File: src/rtl/dsc_pkg.sv
package dsc_pkg;
  localparam int unsigned DEF_ADDR_W  = 32;
  localparam int unsigned DEF_WORD_W  = 32;
  localparam int unsigned DEF_FULL_W  = 40;
  localparam int unsigned DEF_SLOTS   = 8;
  localparam int unsigned DEF_LINES   = 4;
  localparam int unsigned DEF_SECTORS = 4;

  // per-sector update selected each cycle
  typedef enum logic [1:0] {
    UPD_NONE,
    UPD_SET,
    UPD_REPLACE,
    UPD_FLUSH
  } upd_e;
endpackage

File: src/rtl/dsc_classify.sv
module dsc_classify #(
  parameter int unsigned FULL_W = 40,
  parameter int unsigned WORD_W = 32
) (
  input  logic [FULL_W-1:0] dec,
  output logic              fits
);
  generate
    if (FULL_W > WORD_W) begin : g_narrow
      assign fits = ~|dec[FULL_W-1:WORD_W];
    end else begin : g_all
      assign fits = 1'b1;
    end
  endgenerate
endmodule

File: src/rtl/dsc_tag_store.sv
module dsc_tag_store
  import dsc_pkg::*;
#(
  parameter int unsigned SECTORS = 4,
  parameter int unsigned PER_SEC = 32,
  parameter int unsigned TAG_W   = 23,
  parameter int unsigned SEC_W   = 2,
  parameter int unsigned SS_W    = 5
) (
  input  logic             clk,
  input  logic             rst,
  input  logic             flush,
  input  logic             wr_en,
  input  logic [SEC_W-1:0] wr_sec,
  input  logic [SS_W-1:0]  wr_ss,
  input  logic [TAG_W-1:0] wr_tag,
  input  logic             rd_en,
  input  logic [SEC_W-1:0] rd_sec,
  input  logic [SS_W-1:0]  rd_ss,
  input  logic [TAG_W-1:0] rd_tag,
  output logic             hit_q
);
  logic [TAG_W-1:0]   tag_q [SECTORS];
  logic [PER_SEC-1:0] vld_q [SECTORS];
  upd_e               upd   [SECTORS];

  always_comb begin
    for (int s = 0; s < SECTORS; s++) begin
      upd[s] = UPD_NONE;
      if (flush)
        upd[s] = UPD_FLUSH;
      else if (wr_en && (wr_sec == SEC_W'(s)))
        upd[s] = (tag_q[s] == wr_tag) ? UPD_SET : UPD_REPLACE;
    end
  end

  always_ff @(posedge clk) begin
    if (rst) begin
      for (int s = 0; s < SECTORS; s++) begin
        tag_q[s] <= '0;
        vld_q[s] <= '0;
      end
    end else begin
      for (int s = 0; s < SECTORS; s++) begin
        case (upd[s])
          UPD_FLUSH:   vld_q[s] <= '0;
          UPD_SET:     vld_q[s][wr_ss] <= 1'b1;
          UPD_REPLACE: begin
            tag_q[s] <= wr_tag;
            vld_q[s] <= PER_SEC'(1) << wr_ss;
          end
          default: ;
        endcase
      end
    end
  end

  // lookup reads state before this cycle's update
  always_ff @(posedge clk) begin
    if (rst) hit_q <= 1'b0;
    else     hit_q <= rd_en && (tag_q[rd_sec] == rd_tag) && vld_q[rd_sec][rd_ss];
  end
endmodule

File: src/rtl/dsc_data_ram.sv
module dsc_data_ram #(
  parameter int unsigned DEPTH  = 128,
  parameter int unsigned WORD_W = 32,
  parameter int unsigned AW     = 7
) (
  input  logic              clk,
  input  logic              we,
  input  logic [AW-1:0]     waddr,
  input  logic [WORD_W-1:0] wdata,
  input  logic              re,
  input  logic [AW-1:0]     raddr,
  output logic [WORD_W-1:0] rdata_q
);
  logic [WORD_W-1:0] mem [DEPTH];

  // read-first: a same-address write is seen on the following read
  always_ff @(posedge clk) begin
    if (we) mem[waddr] <= wdata;
    if (re) rdata_q <= mem[raddr];
  end
endmodule

File: src/rtl/decoded_sector_cache.sv
module decoded_sector_cache
  import dsc_pkg::*;
#(
  parameter int unsigned ADDR_W  = DEF_ADDR_W,
  parameter int unsigned WORD_W  = DEF_WORD_W,
  parameter int unsigned FULL_W  = DEF_FULL_W,
  parameter int unsigned SLOTS   = DEF_SLOTS,
  parameter int unsigned LINES   = DEF_LINES,
  parameter int unsigned SECTORS = DEF_SECTORS
) (
  input  logic              clk,
  input  logic              rst,
  input  logic              flush,
  input  logic              fill_en,
  input  logic [ADDR_W-1:0] fill_addr,
  input  logic [FULL_W-1:0] fill_dec,
  input  logic              lk_en,
  input  logic [ADDR_W-1:0] lk_addr,
  output logic              lk_hit,
  output logic [WORD_W-1:0] lk_data
);
  // SLOTS, LINES, SECTORS: powers of two, SECTORS >= 2
  localparam int unsigned OFS_W   = $clog2(WORD_W / 8);
  localparam int unsigned SLOT_W  = $clog2(SLOTS);
  localparam int unsigned LINE_W  = $clog2(LINES);
  localparam int unsigned SEC_W   = $clog2(SECTORS);
  localparam int unsigned SS_W    = SLOT_W + LINE_W;
  localparam int unsigned IDX_W   = SS_W + SEC_W;
  localparam int unsigned TAG_LSB = OFS_W + IDX_W;
  localparam int unsigned TAG_W   = ADDR_W - TAG_LSB;
  localparam int unsigned PER_SEC = SLOTS * LINES;
  localparam int unsigned DEPTH   = PER_SEC * SECTORS;

  logic              fits;
  logic              accept;
  logic [WORD_W-1:0] ram_q;
  logic              hit_q;

  wire [IDX_W-1:0] f_idx = fill_addr[TAG_LSB-1:OFS_W];
  wire [IDX_W-1:0] l_idx = lk_addr[TAG_LSB-1:OFS_W];
  wire [TAG_W-1:0] f_tag = fill_addr[ADDR_W-1:TAG_LSB];
  wire [TAG_W-1:0] l_tag = lk_addr[ADDR_W-1:TAG_LSB];

  dsc_classify #(.FULL_W(FULL_W), .WORD_W(WORD_W)) u_cls (
    .dec  (fill_dec),
    .fits (fits)
  );

  assign accept = fill_en && fits && !flush;

  dsc_tag_store #(
    .SECTORS (SECTORS),
    .PER_SEC (PER_SEC),
    .TAG_W   (TAG_W),
    .SEC_W   (SEC_W),
    .SS_W    (SS_W)
  ) u_tags (
    .clk    (clk),
    .rst    (rst),
    .flush  (flush),
    .wr_en  (accept),
    .wr_sec (f_idx[IDX_W-1:SS_W]),
    .wr_ss  (f_idx[SS_W-1:0]),
    .wr_tag (f_tag),
    .rd_en  (lk_en),
    .rd_sec (l_idx[IDX_W-1:SS_W]),
    .rd_ss  (l_idx[SS_W-1:0]),
    .rd_tag (l_tag),
    .hit_q  (hit_q)
  );

  dsc_data_ram #(.DEPTH(DEPTH), .WORD_W(WORD_W), .AW(IDX_W)) u_ram (
    .clk     (clk),
    .we      (accept),
    .waddr   (f_idx),
    .wdata   (fill_dec[WORD_W-1:0]),
    .re      (lk_en),
    .raddr   (l_idx),
    .rdata_q (ram_q)
  );

  assign lk_hit  = hit_q;
  assign lk_data = hit_q ? ram_q : '0;
endmodule

File: config.mk
export PLATFORM = sky130hd
export DESIGN_NAME = decoded_sector_cache
export DESIGN_NICKNAME = d
export VERILOG_FILES = /design/src/rtl/dsc_pkg.sv /design/src/rtl/dsc_classify.sv /design/src/rtl/dsc_tag_store.sv /design/src/rtl/dsc_data_ram.sv /design/src/rtl/decoded_sector_cache.sv
export SDC_FILE = /design/constraint.sdc
export NUM_CORES = 2
export LEC_CHECK = 0
export ABC_AREA = 0
export BUFFER_PORTS_ARGS = -buffer_cell sky130_fd_sc_hd__buf_2
export CORE_ASPECT_RATIO = 1.5
export CORE_MARGIN = 2
export CORE_UTILIZATION = 55
export DETAILED_ROUTE_END_ITERATION = 7
export PLACE_DENSITY = 0.71
export SLEW_MARGIN = 10
export SYNTH_ARGS = -nofsm -noshare
export SYNTH_HDL_FRONTEND = slang
export SYNTH_MEMORY_MAX_BITS = 65536
export SYNTH_SLANG_ARGS = --single-unit
export TNS_END_PERCENT = 1
File: constraint.sdc
create_clock -name clk -period 7.1 [get_ports clk]
set_clock_uncertainty 0.05 [all_clocks]
set_input_delay 1.42 -clock clk [delete_from_list [all_inputs] [get_ports clk]]
set_output_delay 1.42 -clock clk [all_outputs]
set_load 0.01 [all_outputs]
==> impl_metrics.py <==
metrics = {
    "synth": {
        "synth_commonest_cells": "edfxtp_1 (4348), mux4_2 (1255), nor2_1 (296), clkbuf_1 (275), mux2i_1 (134)",
        "yosys.area.top_type": "edfxtp_1",
        "synthDominantCellAreaShare_pct": 77.1,
        "synthesis.area_um2": 169000,
        "synth_fp_nets": 7514,
        "ys_seq_area_share_pct": 77.1,
        "netlist_instances": 7405,
        "yosysMostFrequentCell": "edfxtp_1",
        "ys_types": 56,
        "synth_area_leaders": "edfxtp_1 (77%), mux4_2 (17%), mux2i_1 (0.79%), nor2_1 (0.66%), clkbuf_1 (0.61%)",
        "synth-async-reset-ratio_pct": 0,
        "synth-main-ff-cell": "edfxtp_1",
        "yosysWarnings": 0,
        "synth-edff-count": 4348,
        "synth-seq-cells": 4349,
        "syn_avg_cell_area_um2": 22.9,
    },
    "route": {
        "drcViolationCount": 0,
        "final_antenna_net_count": 0,
        "vias_per_cell": 6.76,
        "vias": 81800,
        "drt_wl_total_um": 443000,
        "drt_iter0_drc": 11400,
        "wl_per_cell_um": 36.6,
        "firstDrtPassIters": 6,
    },
    "setup_path": {
        "crit_fanout": 90,
        "worstPathRequired_ns": 7.67,
        "criticalPathCategory": "in2reg",
        "critical_path_arrival_ns": 5.23,
        "start_kind": "primary input",
        "crit_path_end_kind": "register",
    },
    "placed_design": {
        "hpwl_um": 254000,
        "place.gp.congestion": 0.859,
        "port_buffers": 137,
        "pre_cts_ws_ns": 1.47,
    },
    "global_route": {
        "grt_max_degree": 97,
        "overflow": 0,
        "grt_pass1_vias": 83500,
        "grt_antenna_before_repair": 37,
        "grt_pass1_wl_um": 623000,
        "grt_usage_pct": 28.4,
    },
    "power_and_ir_drop": {
        "ir_worst_vdd_mv": 0.201,
        "p_per_area_nw_per_um2": 273,
        "p_leak_uw": 0.0586,
    },
    "sta": {
        "fin_ws_ns": 2.44,
        "max_freq_mhz": 215,
        "rsz0062_at_grt": "false",
        "period_needed_ns": 4.66,
        "report.final.hold_viol_count": 0,
        "setup_viol": 0,
        "drv_slew": 0,
        "tightest_slew_ns": 1.33,
        "relSlewSlack_pct": 9.88,
        "setup-tns-final_ns": 0,
        "fin_crit_sh_pct": 65.6,
    },
    "cts": {
        "cts_buffers": 386,
        "cts_root_buf": "clkbuf_16",
        "cts_sinks": 4349,
        "hold_buffers": 0,
        "path_clk_slew_ns": 0.07,
        "cts_buffer_depth": 4,
        "cts_tree": "built",
        "cts_resized": 0,
        "clock_latency_ns": 0.92,
        "postCtsSetupRepairBufs": 0,
        "cts_max_level": 5,
    },
    "floorplan": {
        "dieArea_um2": 313000,
        "start_util_pct": 55.3,
        "core_area_um2": 307000,
        "dieHeight_um": 684,
        "rows": 249,
        "fp.dieW_um": 457,
        "boundaryPins": 142,
    },
    "flow_run": {
        "max_cap_viol_count": 0,
    },
    "worst_hold_path": {
        "hp-class": "in2reg",
    },
    "status": {
        "status": "complete, no violations",
    },
    "cells_and_area": {
        "fin_nets": 7859,
        "utilization_pct": 61.7,
        "drive_gt1_share_pct": 30.6,
        "area_delta_synth_final_pct": 11.7,
        "fillers": 20100,
    },
}
[report_power, final]
part / total (uW) / switching (uW) / internal (uW) / leakage [uW]
clock: 20800 / 9340 / 11500 / 0.00604
combinational: 2580 / 1610 / 973 / 0.0131
sequential: 28400 / 50.6 / 28300 / 0.0394
total: 51800 / 11000 / 40800 / 0.0586
[final timing paths]
check,start,endpoint,slack (ns),cells after the start
hold / removal,fill_addr[22],u_tags.tag_q[2][13]$_SDFFCE_PN0P_,0.87,2
setup / recovery,lk_addr[2],u_ram.rdata_q[21]$_DFFE_PP_,2.44,6
hold reg to reg,u_ram.mem[98][28]$_DFFE_PP_,u_ram.rdata_q[28]$_DFFE_PP_,0.95,4
setup reg to reg,u_tags.tag_q[3][13]$_SDFFCE_PN0P_,u_tags.vld_q[3][17]$_DFFE_PP_,3.08,6
[stage by stage]
| stage | hold slack, ns | power, uW | std cells | cell area (um^2) |
|---|---|---|---|---|
| finish | 0.868 | 51800 | 12100 | 189000 |
| global route | 0.847 | 53000 | 12100 | 189000 |
| CTS | 0.810 | 51900 | 12100 | 189000 |
| detailed placement | 0.930 | 31500 | 11400 | 177000 |
| global placement | 0.918 | 31400 | 11400 | 177000 |
| floorplan | 0.671 | 30300 | 7405 | 169000 |
[state kept, by name (all words and copies together), names as in the netlist]
register	count
u_ram.mem	4096
u_ram.rdata_q	32
u_tags.hit_q	1
u_tags.tag_q	92
u_tags.vld_q	128
[cell type report]
cell class	count	area [um^2]	area share, %
repair buffers	440	3500	1.85
flip-flops and latches	4349	131000	69.0
inverters	7	26.3	0.0139
clock buffers	449	10000	5.30
well taps	4016	5020	2.65
multi-input cells	2566	37700	19.9
diodes	18	45.0	0.0238
clock inverters	251	2380	1.26
[layer usage]
metal	part of all wire, %	GRT usage [%]
met3	8.7	4.02
met4	5.8	14.5
met1	35	37.0
met2	51	47.1
met5	0.0059	0
[critical path: stages]
cell      delay [ns]
buf_12          0.51
buf_4           0.66
mux4_2          0.60
mux4_2          0.50
o311ai_1        1.08
nand3_1         0.18
[layout by cell type (no fill, tap or decap), drive strengths merged, types with 40 or more instances in the layout]
cell / n
clkbuf: 449
mux4: 1255
clkinv: 182
and2: 127
mux2i: 134
xor2: 60
nand2: 83
nor2b: 40
mux2: 65
o21ai: 158
buf: 440
edfxtp: 4348
xnor2: 48
nor2: 296
[logic make-up (layout without fill, tap and decap cells)]
family | after synthesis | after routing | synth area share (%)
other | 0 | 18 | 0
multiplexers | 1454 | 1454 | 17.9
flip-flops | 4349 | 4349 | 77.1
buffers and inverters | 490 | 1147 | 1.29
AO/OA/AOI/OAI | 340 | 340 | 1.32
XOR/XNOR | 108 | 108 | 0.558
AND/OR/NAND/NOR | 664 | 664 | 1.86
(Power assumes the default switching activity.)
